==> src/rtl/wdt_pkg.sv <==
package wdt_pkg;

    typedef enum logic [1:0] {
        WD_LONG  = 2'b00,
        WD_MID   = 2'b01,
        WD_SHORT = 2'b10,
        WD_OFF   = 2'b11
    } wd_sel_e;

    // Timeout in ticks for a select code; qtr is the tick count of 250 ms.
    function automatic int unsigned wdt_limit(wd_sel_e s, int unsigned qtr);
        case (s)
            WD_LONG:  return 7 * qtr;
            WD_MID:   return 3 * qtr;
            WD_SHORT: return qtr;
            default:  return 0;
        endcase
    endfunction

endpackage

==> src/rtl/wdt_timer.sv <==
module wdt_timer #(
    parameter int CW = 13
) (
    input  logic          clk,
    input  logic          rst_n,
    input  logic          tick_en,
    input  logic          restart,
    input  logic [CW-1:0] limit,
    output logic          expire
);

    typedef struct packed {
        logic [CW-1:0] cnt;
    } tmr_st_t;

    tmr_st_t tmr_d, tmr_q;

    always_comb begin
        tmr_d  = tmr_q;
        expire = 1'b0;
        if (restart) begin
            tmr_d.cnt = '0;
        end else if (tick_en) begin
            if (tmr_q.cnt >= limit - CW'(1)) begin
                expire    = 1'b1;
                tmr_d.cnt = '0;
            end else begin
                tmr_d.cnt = tmr_q.cnt + CW'(1);
            end
        end
    end

    always_ff @(posedge clk) begin
        if (!rst_n) tmr_q <= '0;
        else        tmr_q <= tmr_d;
    end

    // a restart leaves the count at zero on the next cycle
    p_restart_clears_r6: assert property (@(posedge clk) disable iff (!rst_n)
        restart |=> (tmr_q.cnt == '0));

endmodule

==> src/rtl/wdt_hold.sv <==
module wdt_hold #(
    parameter int HW   = 11,
    parameter int HOLD = 1024
) (
    input  logic clk,
    input  logic rst_n,
    input  logic tick_en,
    input  logic lv_flag,
    input  logic trip,
    output logic holding
);

    typedef struct packed {
        logic [HW-1:0] left;
    } hold_st_t;

    hold_st_t hold_d, hold_q;

    always_comb begin
        hold_d = hold_q;
        if (lv_flag || trip) begin
            hold_d.left = HW'(HOLD);
        end else if (tick_en && hold_q.left != '0) begin
            hold_d.left = hold_q.left - HW'(1);
        end
    end

    always_ff @(posedge clk) begin
        if (!rst_n) hold_q <= '0;
        else        hold_q <= hold_d;
    end

    assign holding = (hold_q.left != '0);

    // an expiry arms the full release delay
    p_trip_arms_r8: assert property (@(posedge clk) disable iff (!rst_n)
        trip |=> (hold_q.left == HW'(HOLD)));

endmodule

==> src/rtl/wdt_supervisor.sv <==
module wdt_supervisor #(
    parameter int TICK_HZ = 4096
) (
    input  logic       clk,
    input  logic       rst_n,
    input  logic       tick_en,
    input  logic       kick,
    input  logic [1:0] wd_sel,
    input  logic       lv_flag,
    output logic       rst_out_n
);
    import wdt_pkg::*;

    localparam int QTR = TICK_HZ / 4;
    localparam int CW  = $clog2(7 * QTR + 1);
    localparam int HW  = $clog2(QTR + 1);

    typedef struct packed {
        wd_sel_e sel;
    } top_st_t;

    top_st_t top_d, top_q;
    wd_sel_e sel_now;
    logic    restart;
    logic    expire;
    logic    holding;
    logic [CW-1:0] limit;

    always_comb begin
        sel_now   = wd_sel_e'(wd_sel);
        top_d     = top_q;
        top_d.sel = sel_now;
        limit     = CW'(wdt_limit(sel_now, QTR));
        restart   = kick || (sel_now != top_q.sel) || (sel_now == WD_OFF) || holding;
    end

    always_ff @(posedge clk) begin
        if (!rst_n) top_q <= '{sel: WD_LONG};
        else        top_q <= top_d;
    end

    wdt_timer #(.CW(CW)) u_timer (
        .clk     (clk),
        .rst_n   (rst_n),
        .tick_en (tick_en),
        .restart (restart),
        .limit   (limit),
        .expire  (expire)
    );

    wdt_hold #(.HW(HW), .HOLD(QTR)) u_hold (
        .clk     (clk),
        .rst_n   (rst_n),
        .tick_en (tick_en),
        .lv_flag (lv_flag),
        .trip    (expire),
        .holding (holding)
    );

    assign rst_out_n = !holding;

    p_expire_on_tick_r11: assert property (@(posedge clk) disable iff (!rst_n)
        expire |-> tick_en);

    p_off_quiet_r5: assert property (@(posedge clk) disable iff (!rst_n)
        (wd_sel == 2'b11) |-> !expire);

    p_expire_pulls_r2: assert property (@(posedge clk) disable iff (!rst_n)
        expire |=> !rst_out_n);

    p_lv_pulls_r9: assert property (@(posedge clk) disable iff (!rst_n)
        lv_flag |=> !rst_out_n);

    p_release_r9: assert property (@(posedge clk) disable iff (!rst_n)
        $rose(rst_out_n) |-> $past(!lv_flag && tick_en));

endmodule

==> config.mk <==
export PLATFORM = sky130hd
export DESIGN_NAME = wdt_supervisor
export DESIGN_NICKNAME = d
export VERILOG_FILES = /design/src/rtl/wdt_pkg.sv /design/src/rtl/wdt_timer.sv /design/src/rtl/wdt_hold.sv /design/src/rtl/wdt_supervisor.sv
export SDC_FILE = /design/constraint.sdc
export NUM_CORES = 1
export LEC_CHECK = 0
export BUFFER_PORTS_ARGS = -buffer_cell sky130_fd_sc_hd__buf_2
export CELL_PAD_IN_SITES_DETAIL_PLACEMENT = 0
export CELL_PAD_IN_SITES_GLOBAL_PLACEMENT = 1
export CORE_UTILIZATION = 45
export CTS_CLUSTER_SIZE = 16
export DETAILED_ROUTE_END_ITERATION = 8
export HOLD_SLACK_MARGIN = 0.02
export PLACE_DENSITY_LB_ADDON = 0.2
export SLEW_MARGIN = 40
export SYNTH_ARGS = -nofsm -noshare
export SYNTH_HDL_FRONTEND = slang
export SYNTH_SLANG_ARGS = --single-unit
==> constraint.sdc <==
create_clock -name clk -period 2.4 [get_ports clk]
set_input_delay 0.36 -clock clk [delete_from_list [all_inputs] [get_ports clk]]
set_output_delay 0.36 -clock clk [all_outputs]
set_load 0.02 [all_outputs]
==> out/summary.txt, run 1 <==
===========================================================================
Outcome                                                        finished, final reports clean
CTS max path bufs                                                         2
Synthesized area per cell                                       8.703 sq um
Final Worst Setup Slack                                           0.2361 ns
Syn Inst Count                                                          157
Cell area after technology mapping                               1366 sq um
WP data required                                                    2.04 ns
Number of placement rows                                                 19
Clock tree root driver cell                                    sky130_fd_sc_hd__clkbuf_4
TritonCTS clock tree                                                  built
Via count of the first global-routing pass                             1019
Total nets after synthesis                                              172
Worst-case clock skew                                           0.005621 ns
HPWL after detailed placement                                       2115 um
Final period utilization                                             90.16%
Sw frac                                                              32.41%
Highest ir drop seen on vdd                                        327.8 uV
Final Hold Vio Count                                                      0
Number of sinks on the clock net                                         26
Total detailed-routing wirelength                                   2707 um
Leakage power                                                     0.5901 nW
Flop pwr share                                                        50.8%
Area growth, synth to finish                                         9.524%
Worst Tran Pin Value                                              0.3416 ns
Via-per-instance ratio                                                5.455
Areal power density over the cells                             629.4 nW/um^2
Worst slack, placed                                               0.1977 ns
CTS H-tree lvls                                                           1
MaxCap Viol Count                                                         0
Type of the worst setup path                                     reg -> out
Number of clock buffers inserted by TritonCTS                             3
DR pass1 iterations                                                       4
Antenna cell count                                                        0
Initial antenna violation count                                           0
GRT Residual Overflow                                                     0
Arrival @ worst endpoint                                            1.80 ns
Reg area                                                        520.5 sq um
Net Sw Power                                                      0.3053 mW
Overall global routing resource usage                                18.74%
Power share of the combinational group                                29.3%
Nets                                                                    188
Crit path max fanout                                                      5
Port Buffers                                                              7
Area used by multi-input combinational logic                    808.3 sq um
Setup Viol. Count Final                                                   0
Time the final worst path needs with I/O delays and setup          2.164 ns
Setup Total Neg Slack                                                  0 ns
Routed via count                                                       1102
Crit start category                                               flip-flop
Core area                                                        2805 sq um
Violation count after the first detailed-route iteration                 31
Resize count post-CTS                                                     0
Floorplan die width                                                57.10 um
I/O pin total                                                             8
Fraction of power consumed by the clock network                       19.9%
Minimum hold slack                                                0.2617 ns
Power, Total                                                      0.9419 mW
Share of cells above drive strength 1                                12.87%
Fill count                                                              286
Worst Hold Class                                                  in -> reg
Distinct cells, synth                                                    36
Max-slew violation count                                                  0
Setup repair after global routing missed its margin                      no
Flops & latches, synth                                                   26
Count of antenna-violating nets left after detailed routing               0
Initial core utilization                                             48.71%
Maximum number of pins on one net before global-route repair             14
First-pass GRT wire length                                          4671 um
Global placement routability congestion                              0.7587
CTS Hold Buffers Added                                                    0
Sequential cell area fraction in the yosys report                    38.10%
Reg clk slew, reported paths                                        0.14 ns
Routed length per instance                                         13.40 um
Clk_lat worst skew                                                  0.33 ns
Floorplan die height                                               57.10 um
Cell-internal power                                               0.6366 mW
Yosys Warn Count                                                          0
Worst slew margin                                                    77.23%
Die area                                                         3260 sq um
Category of the worst setup path capture point                 primary output
Total setup buffers inserted after CTS                                    0
Maximum clock rate                                                462.1 MHz
DRC errors left                                                           0
===========================================================================
## per-stage QoR
step	cell area (sq um)	util, %	std cells
6_report	1496	53.35	202
5_1_grt	1496	53.35	202
4_1_cts	1496	53.35	202
3_5_place_dp	1474	52.54	199
3_3_place_gp	1474	52.54	199
2_1_floorplan	1366	-	157
## critical path: stages, from the launching register on
cell                      delay, ns
sky130_fd_sc_hd__dfxtp_1       0.37
sky130_fd_sc_hd__or4_4         0.55
sky130_fd_sc_hd__nor2_1        0.14
sky130_fd_sc_hd__nand2_1       0.15
sky130_fd_sc_hd__inv_1         0.10
sky130_fd_sc_hd__buf_2         0.16
## per-layer routing
metal / routed length [um] / vias up / GRT usage, %
met5: 0 / - / 0
met4: 49 / 0 / 8.362
met3: 54 / 5 / 2.268
met2: 1160 / 13 / 28.91
met1: 1441 / 502 / 26.35
li1: - / 582 / -
## cells in the mapped netlist
cell type                   instances  share of area [%]
sky130_fd_sc_hd__a211o_1            1               0.64
sky130_fd_sc_hd__a211oi_1           3                1.6
sky130_fd_sc_hd__a21oi_1           10                3.7
sky130_fd_sc_hd__and2_1             1               0.46
sky130_fd_sc_hd__and3_1             1               0.46
sky130_fd_sc_hd__and4_1             1               0.64
sky130_fd_sc_hd__clkbuf_1           1               0.27
sky130_fd_sc_hd__clkinv_1           1               0.27
sky130_fd_sc_hd__dfxtp_1           26                 38
sky130_fd_sc_hd__ha_1               8                7.3
sky130_fd_sc_hd__inv_1              8                2.2
sky130_fd_sc_hd__mux2_2             1               0.82
sky130_fd_sc_hd__nand2_1           11                3.0
sky130_fd_sc_hd__nand3_1            8                2.9
sky130_fd_sc_hd__nand3b_1           2                1.1
sky130_fd_sc_hd__nand4_1            7                3.2
sky130_fd_sc_hd__nor2_1            28                7.7
sky130_fd_sc_hd__nor2b_1            1               0.46
sky130_fd_sc_hd__nor3_1             1               0.37
sky130_fd_sc_hd__nor3b_1            1               0.55
sky130_fd_sc_hd__nor3b_2            1               0.92
sky130_fd_sc_hd__nor4_1             2               0.92
sky130_fd_sc_hd__o2111ai_1          2                1.3
sky130_fd_sc_hd__o211ai_1           1               0.55
sky130_fd_sc_hd__o21ai_0            2               0.73
sky130_fd_sc_hd__o21bai_4           1                1.4
sky130_fd_sc_hd__o31ai_1            1               0.55
sky130_fd_sc_hd__o41ai_1            1               0.64
sky130_fd_sc_hd__o41ai_4            1                2.0
sky130_fd_sc_hd__or2_0              1               0.46
sky130_fd_sc_hd__or3_1              1               0.46
sky130_fd_sc_hd__or3_2              1               0.55
sky130_fd_sc_hd__or4_1              1               0.55
sky130_fd_sc_hd__or4_4              2                1.6
sky130_fd_sc_hd__xnor2_1            3                1.9
sky130_fd_sc_hd__xor2_1            15                9.6
## power groups by stage
stage                     combinational [mW]  clock [mW]  sequential [mW]
after detailed placement               0.275           0            0.487
after floorplan                        0.202           0            0.481
after global routing                   0.305       0.210            0.481
after global placement                 0.272           0            0.486
after CTS                              0.276       0.195            0.477
final                                  0.276       0.188            0.478
## cell usage in the layout (no fill, tap or decap), drive strengths merged, types with 3 or more instances in the layout
master	netlist	layout
or4	3	3
nand3	8	8
xor2	15	15
ha	8	8
a211oi	3	3
xnor2	3	3
a21oi	10	10
dfxtp	26	26
nand2	11	11
nand4	7	7
buf	0	12
clkbuf	1	3
inv	8	8
nor2	28	28
## path summary, 6_finish.rpt
kind	start	end	slack (ns)	depth (start not counted)
setup / recovery	u_hold.hold_q[2]	rst_out_n	0.24	5
hold / removal	rst_n	top_q[1]	0.26	2
setup reg to reg	u_hold.hold_q[2]	u_timer.tmr_q[12]	0.25	5
hold reg to reg	u_timer.tmr_q[1]	u_timer.tmr_q[1]	0.52	2
## kinds of logic after synthesis
family | synth area share (%)
compound gates | 13.10
simple gates | 26.37
buf+inv | 2.747
mux | 0.8241
flops | 38.10
xor+xnor | 11.54
fa+ha+maj | 7.326
## registers in the layout, summed over array words and instances, names as in the netlist
| register | count |
|---|---|
| u_hold.hold_q | 11 |
| top_q | 2 |
| u_timer.tmr_q | 13 |
## area by class of cell
type                            instances  share of cell area [%]
Inverter                                9                   2.258
Tap cell                               31                   2.592
Timing Repair Buffer                   12                   4.849
Sequential cell                        26                   34.78
Clock buffer                            3                   1.505
Multi-Input combinational cell        121                   54.01
Power figures use the tool's default switching activity.
==> inputs of run 2 (changes only) <==
--- a/config.mk
+++ b/config.mk
@@ -8,7 +8,8 @@
 export BUFFER_PORTS_ARGS = -buffer_cell sky130_fd_sc_hd__buf_2
 export CELL_PAD_IN_SITES_DETAIL_PLACEMENT = 0
 export CELL_PAD_IN_SITES_GLOBAL_PLACEMENT = 1
-export CORE_UTILIZATION = 45
+export CORE_UTILIZATION = 47
+export CTS_BUF_LIST = sky130_fd_sc_hd__clkbuf_4
 export CTS_CLUSTER_SIZE = 16
 export DETAILED_ROUTE_END_ITERATION = 8
 export HOLD_SLACK_MARGIN = 0.02
==> constraint.sdc (replaced) <==
create_clock -name clk -period 2.4 [get_ports clk]
set_input_delay 0.48 -clock clk [delete_from_list [all_inputs] [get_ports clk]]
set_output_delay 0.48 -clock clk [all_outputs]
set_load 0.02 [all_outputs]
==> out/summary.txt, run 2 (same netlist as run 1, synthesis figures left out) <==
==================================================================================
Final period utilization                                                    93.84%   +3.7 points
Placed Cells incl. Taps                                                        201   +1.0%
Number of placement rows                                                        19   unchanged
Die area                                                                3126 sq um   -4.1%
FF-to-FF setup slack                                                       0.23 ns   -0.02 ns
Clock tree root driver cell                                           sky130_fd_sc_hd__clkbuf_4
Leakage power                                                            0.5989 nW   +1.5%
Total detailed-routing wirelength                                          2678 um   -1.1%
Count of antenna-violating nets left after detailed routing                      0   unchanged
Placed standard-cell area                                               1489 sq um   +1.0%
Via count of the first global-routing pass                                    1069   +4.9%
Maximum number of pins on one net before global-route repair                    14   unchanged
Max-slew violation count                                                         0   unchanged
Setup Viol. Count Final                                                          0   unchanged
Setup Total Neg Slack                                                         0 ns   unchanged
Initial antenna violation count                                                  0   unchanged
Maximum clock rate                                                       444.0 MHz   -3.9%
Worst Tran Pin Value                                                     0.3443 ns   +0.002705 ns
Port Buffers                                                                     7   unchanged
Crit Reg-Reg Endpoint                                                 u_timer.tmr_q[9]
Routed length per instance                                                13.13 um   -2.0%
Crit start category                                                      flip-flop
WP data required                                                           1.92 ns   -0.12 ns
Worst-case clock skew                                                  0.002248 ns   -0.003373 ns
MaxCap Viol Count                                                                0   unchanged
First-pass GRT wire length                                                 4912 um   +5.2%
Share of cells above drive strength 1                                       13.87%   +1.0 points
Outcome                                                               finished, final reports clean
Initial core utilization                                                    49.55%   +0.84 points
WHS Endpoint                                                              top_q[1]
DRC errors left                                                                  0   unchanged
Arrival @ worst endpoint                                                   1.77 ns   -0.03 ns
CTS Hold Buffers Added                                                           0   unchanged
Via-per-instance ratio                                                       5.564   +2.0%
Area growth, synth to finish                                                10.62%
Final Hold Vio Count                                                             0   unchanged
Nets                                                                           190   +1.1%
Worst slew margin                                                           77.05%   -0.18 points
Most common cell after layout, fill and taps aside                    sky130_fd_sc_hd__nor2_1
TritonCTS clock tree                                                         built
Post-route core utilization                                                 54.81%   +1.5 points
Time the final worst path needs with I/O delays and setup                 2.252 ns   +0.08823 ns
Clk_lat worst skew                                                         0.31 ns   -0.02 ns
CTS max path bufs                                                                2   unchanged
Leading cell types in the layout, fill and taps excluded              sky130_fd_sc_hd__nor2_1, sky130_fd_sc_hd__dfxtp_1, sky130_fd_sc_hd__xor2_1
Number of clock buffers inserted by TritonCTS                                    3   unchanged
Global placement routability congestion                                     0.8073   +6.4%
Highest ir drop seen on vdd                                               636.2 uV   +94%
Resize count post-CTS                                                            0   unchanged
Type of the worst setup path                                            reg -> out
Violation count after the first detailed-route iteration                        37   +19%
Crit path max fanout                                                             5   unchanged
Antenna cell count                                                               0   unchanged
Flip-flop count of the largest register, all copies and words added             13   unchanged
Areal power density over the cells                                    620.3 nW/um^2   -1.5%
Floorplan die width                                                       55.92 um   -2.1%
Final non-filler cell total                                                    204   +0.99%
CTS H-tree lvls                                                                  1   unchanged
HPWL after detailed placement                                              2077 um   -1.8%
Floorplan die height                                                      55.92 um   -2.1%
Reg clk slew, reported paths                                               0.13 ns   about the same
R2R Path Start                                                        u_hold.hold_q[2]
Setup repair after global routing missed its margin                             no
Category of the worst setup path capture point                        primary output
Overall global routing resource usage                                       19.38%   +0.64 points
Post-route design area                                                  1511 sq um   +1.0%
Routed via count                                                              1135   +3.0%
Number of sinks on the clock net                                                26   unchanged
I/O pin total                                                                    8   unchanged
Core area                                                               2758 sq um   -1.7%
Hold depth                                                                       2   unchanged
Registers with the most flip-flops                                    u_timer.tmr_q (13), u_hold.hold_q (11), top_q (2)
Worst Hold Class                                                         in -> reg
Cell count of the worst reg-to-reg path                                          5   unchanged
Worst hold start                                                             rst_n
GRT Residual Overflow                                                            0   unchanged
DR pass1 iterations                                                              4   unchanged
Biggest register                                                      u_timer.tmr_q
Total setup buffers inserted after CTS                                           0   unchanged
==================================================================================
run 2: cell count changes in the layout (fill, tap and decap cells not counted), sizes merged:
| cell | change |
|---|---|
| buf | +2 |
run 2: through the flow:
stage               total power, mW  setup WS (ns)  hold WS [ns]
finish                       0.9375         0.1479        0.4103
global route                 0.9973        0.03979        0.4035
CTS                          0.9468         0.1381        0.3980
detailed placement           0.7667        0.08421        0.4908
global placement             0.7601         0.1109        0.4771
floorplan                    0.6833         0.2406        0.4562
run 2: worst max-delay path by stage:
stage / end / slack, ns / depth (start not counted) / from
2_1_floorplan: u_hold.hold_q[1] / 0.24 / 9 / wd_sel[0]
3_3_place_gp: u_timer.tmr_q[2] / 0.11 / 11 / wd_sel[0]
3_5_place_dp: u_hold.hold_q[1] / 0.08 / 11 / wd_sel[0]
4_1_cts: rst_out_n / 0.14 / 5 / u_hold.hold_q[2]
5_1_grt: rst_out_n / 0.04 / 5 / u_hold.hold_q[2]
6_report: rst_out_n / 0.15 / 5 / u_hold.hold_q[6]
run 2: worst max-delay path, stage by stage (launching register included):
cell and delay [ns]:
sky130_fd_sc_hd__dfxtp_1 0.38, sky130_fd_sc_hd__or3_1 0.44, sky130_fd_sc_hd__nor3b_2 0.24, sky130_fd_sc_hd__nand2_1 0.16
sky130_fd_sc_hd__inv_1 0.09, sky130_fd_sc_hd__buf_2 0.16
run 2: routing by layer:
metal | share of wire (%) | GRT usage, % | vias to the layer above | wire (um)
met4 | 0.52 | 3.136 | 0 | 14
met2 | 44 | 29.43 | 13 | 1176
li1 | - | - | 589 | -
met5 | 0 | 0 | - | 0
met1 | 53 | 28.80 | 531 | 1420
met3 | 2.5 | 4.186 | 2 | 67
run 2: final cells by class:
type	count	area (sq um)
Multi-Input combinational cell	121	808.3
Timing Repair Buffer	14	87.58
Clock buffer	3	22.52
Tap cell	31	38.79
Sequential cell	26	520.5
Inverter	9	33.78
Fill cell	251	1246
run 2: power breakdown:
| group | total, mW | leakage [nW] | switching [mW] | internal [mW] |
|---|---|---|---|---|
| Combinational | 0.278 | 0.374 | 0.152 | 0.126 |
| Clock | 0.180 | 0.0138 | 0.121 | 0.0587 |
| Sequential | 0.480 | 0.211 | 0.0263 | 0.453 |
| Total | 0.937 | 0.599 | 0.299 | 0.638 |
==> inputs of run 3 (changes only) <==
--- a/config.mk
+++ b/config.mk
@@ -5,7 +5,7 @@
 export SDC_FILE = /design/constraint.sdc
 export NUM_CORES = 1
 export LEC_CHECK = 0
-export BUFFER_PORTS_ARGS = -buffer_cell sky130_fd_sc_hd__buf_2
+export BUFFER_PORTS_ARGS = -buffer_cell sky130_fd_sc_hd__buf_4
 export CELL_PAD_IN_SITES_DETAIL_PLACEMENT = 0
 export CELL_PAD_IN_SITES_GLOBAL_PLACEMENT = 1
 export CORE_UTILIZATION = 47
@@ -18,3 +18,4 @@
 export SYNTH_ARGS = -nofsm -noshare
 export SYNTH_HDL_FRONTEND = slang
 export SYNTH_SLANG_ARGS = --single-unit
+export TNS_END_PERCENT = 100
==> out/summary.txt, run 3 (same netlist as run 1, synthesis figures left out) <==
==================================================================================
Sw frac                                                                     29.62%   -2.3 points
Clk_lat worst skew                                                         0.33 ns   +0.02 ns
Nets                                                                           190   unchanged
Overall global routing resource usage                                       18.53%   -0.85 points
Number of placement rows                                                        19   unchanged
Fill count                                                                     261   +4.0%
Maximum number of pins on one net before global-route repair                    16   +2
DRC errors left                                                                  0   unchanged
Final Worst Setup Slack                                                  0.1327 ns   -0.01523 ns
Leading cell types in the layout, fill and taps excluded              sky130_fd_sc_hd__nor2_1, sky130_fd_sc_hd__dfxtp_1, sky130_fd_sc_hd__xor2_1
Crit start category                                                      flip-flop
Antenna cell count                                                               0   unchanged
Initial core utilization                                                    49.55%   unchanged
Time the final worst path needs with I/O delays and setup                 2.267 ns   +0.01523 ns
Final period utilization                                                    94.47%   +0.63 points
Routed length per instance                                                12.60 um   -4.0%
First-pass GRT wire length                                                 4595 um   -6.5%
Worst Hold Class                                                         in -> reg
Placed standard-cell area                                               1506 sq um   +1.2%
Sum of buffers and inverters on the critical path                                2   unchanged
Worst Tran Pin Value                                                     0.3287 ns   -0.01560 ns
Fraction of power consumed by the clock network                              28.5%   +9.3 points
I/O pin total                                                                    8   unchanged
Registers with the most flip-flops                                    u_timer.tmr_q (13), u_hold.hold_q (11), top_q (2)
Number of sinks on the clock net                                                26   unchanged
Leakage power                                                            0.6188 nW   +3.3%
Setup Viol. Count Final                                                          0   unchanged
Outcome                                                               finished, final reports clean
Biggest register                                                      u_timer.tmr_q
Port Buffers                                                                     7   unchanged
CP max stage cell                                                     sky130_fd_sc_hd__or3_1
Number of clock buffers inserted by TritonCTS                                    3   unchanged
Setup repair after global routing missed its margin                             no
Floorplan die width                                                       55.92 um   unchanged
Violation count after the first detailed-route iteration                        34   -8.1%
Arrival @ worst endpoint                                                   1.79 ns   +0.02 ns
Share of cells above drive strength 1                                       14.37%   +0.49 points
Routed via count                                                              1139   +0.35%
Max-slew violation count                                                         0   unchanged
Core area                                                               2758 sq um   unchanged
Global placement routability congestion                                     0.8051   -0.27%
Crit path max fanout                                                             5   unchanged
MaxCap Viol Count                                                                0   unchanged
Power share of the combinational group                                       26.8%   -2.9 points
Worst slack, placed                                                     0.04553 ns   -0.03868 ns
CTS H-tree lvls                                                                  1   unchanged
Worst slew margin                                                           78.09%   +1.0 points
Net Sw Power                                                             0.3179 mW   +6.2%
Initial antenna violation count                                                  0   unchanged
Type of the worst setup path                                            reg -> out
Total detailed-routing wirelength                                          2584 um   -3.5%
Most common cell after layout, fill and taps aside                    sky130_fd_sc_hd__nor2_1
Via-per-instance ratio                                                       5.556   -0.14%
WP data required                                                           1.92 ns   about the same
Biggest cell delay along the critical path                                 0.44 ns   about the same
Area used by multi-input combinational logic                           808.3 sq um   unchanged
Reg area                                                               520.5 sq um   unchanged
FF-to-FF setup slack                                                       0.25 ns   +0.02 ns
Areal power density over the cells                                    688.5 nW/um^2   +11%
GRT Residual Overflow                                                            0   unchanged
Post-route design area                                                  1559 sq um   +3.1%
Highest ir drop seen on vdd                                               905.2 uV   +42%
CTS max path bufs                                                                2   unchanged
DR pass1 iterations                                                              4   unchanged
Die area                                                                3126 sq um   unchanged
Resize count post-CTS                                                            0   unchanged
Maximum clock rate                                                       441.0 MHz   -0.67%
Post-route core utilization                                                 56.53%   +1.7 points
Reg clk slew, reported paths                                               0.15 ns   +0.02 ns
Category of the worst setup path capture point                        primary output
Via count of the first global-routing pass                                    1011   -5.4%
TritonCTS clock tree                                                         built
CTS Hold Buffers Added                                                           0   unchanged
Setup Total Neg Slack                                                         0 ns   unchanged
Flip-flop count of the largest register, all copies and words added             13   unchanged
Largest delay share family, worst path                                simple AND/OR/NAND/NOR gates
Count of antenna-violating nets left after detailed routing                      0   unchanged
Total setup buffers inserted after CTS                                           0   unchanged
Area growth, synth to finish                                                14.10%
Cell-internal power                                                      0.7554 mW   +18%
Ordered list of cells on the worst path                               or3_1, nor3b_2, nand2_1, inv_1, buf_4
Floorplan die height                                                      55.92 um   unchanged
Clock tree root driver cell                                           sky130_fd_sc_hd__clkbuf_4
Worst-case clock skew                                                  0.008538 ns   +0.006290 ns
HPWL after detailed placement                                              2003 um   -3.6%
Flop pwr share                                                               44.7%   -6.5 points
Power, Total                                                              1.073 mW   +14%
Final Hold Vio Count                                                             0   unchanged
==================================================================================
-- run 3: routing by layer --
layer / vias up / share of wire [%] / track usage [%]
met2: 18 / 44 / 27.37
met4: 0 / 0.58 / 4.181
met3: 2 / 2.9 / 4.884
met5: - / 0 / 0
met1: 535 / 52 / 27.21
li1: 584 / - / -
-- run 3: worst paths after layout --
| kind | startpoint | endpoint | depth (start not counted) |
|---|---|---|---|
| worst max-delay path | u_hold.hold_q[6] | rst_out_n | 5 |
| worst min-delay path | rst_n | top_q[1] | 2 |
| worst max register to register | u_hold.hold_q[2] | u_timer.tmr_q[12] | 5 |
| worst min register to register | u_hold.hold_q[3] | u_hold.hold_q[3] | 2 |
-- run 3: through the flow --
step	hold WS, ns	std cells
floorplan	0.4562	157
global placement	0.4763	201
detailed placement	0.4932	201
CTS	0.3702	205
global route	0.3461	205
finish	0.3777	205
-- run 3: worst register-to-register path, stage by stage (launching register included) --
cell,delay (ns)
sky130_fd_sc_hd__dfxtp_1,0.37
sky130_fd_sc_hd__or4_4,0.55
sky130_fd_sc_hd__or2_0,0.25
sky130_fd_sc_hd__or4_4,0.56
sky130_fd_sc_hd__o21bai_4,0.24
sky130_fd_sc_hd__nor2_1,0.12
-- run 3: layout make-up --
class                           count  share of cell area, %
Clock inverter                      1                  1.926
Clock buffer                        3                  1.445
Tap cell                           31                  2.488
Timing Repair Buffer               14                  6.742
Sequential cell                    26                  33.39
Multi-Input combinational cell    121                  51.85
Inverter                            9                  2.167
-- run 3: power by group through the flow --
stage	Sequential (mW)	Combinational, mW	Clock, mW
2_1_floorplan	0.481	0.202	0
3_3_place_gp	0.487	0.280	0
3_5_place_dp	0.488	0.286	0
4_1_cts	0.479	0.287	0.310
5_1_grt	0.481	0.320	0.334
6_report	0.479	0.287	0.306
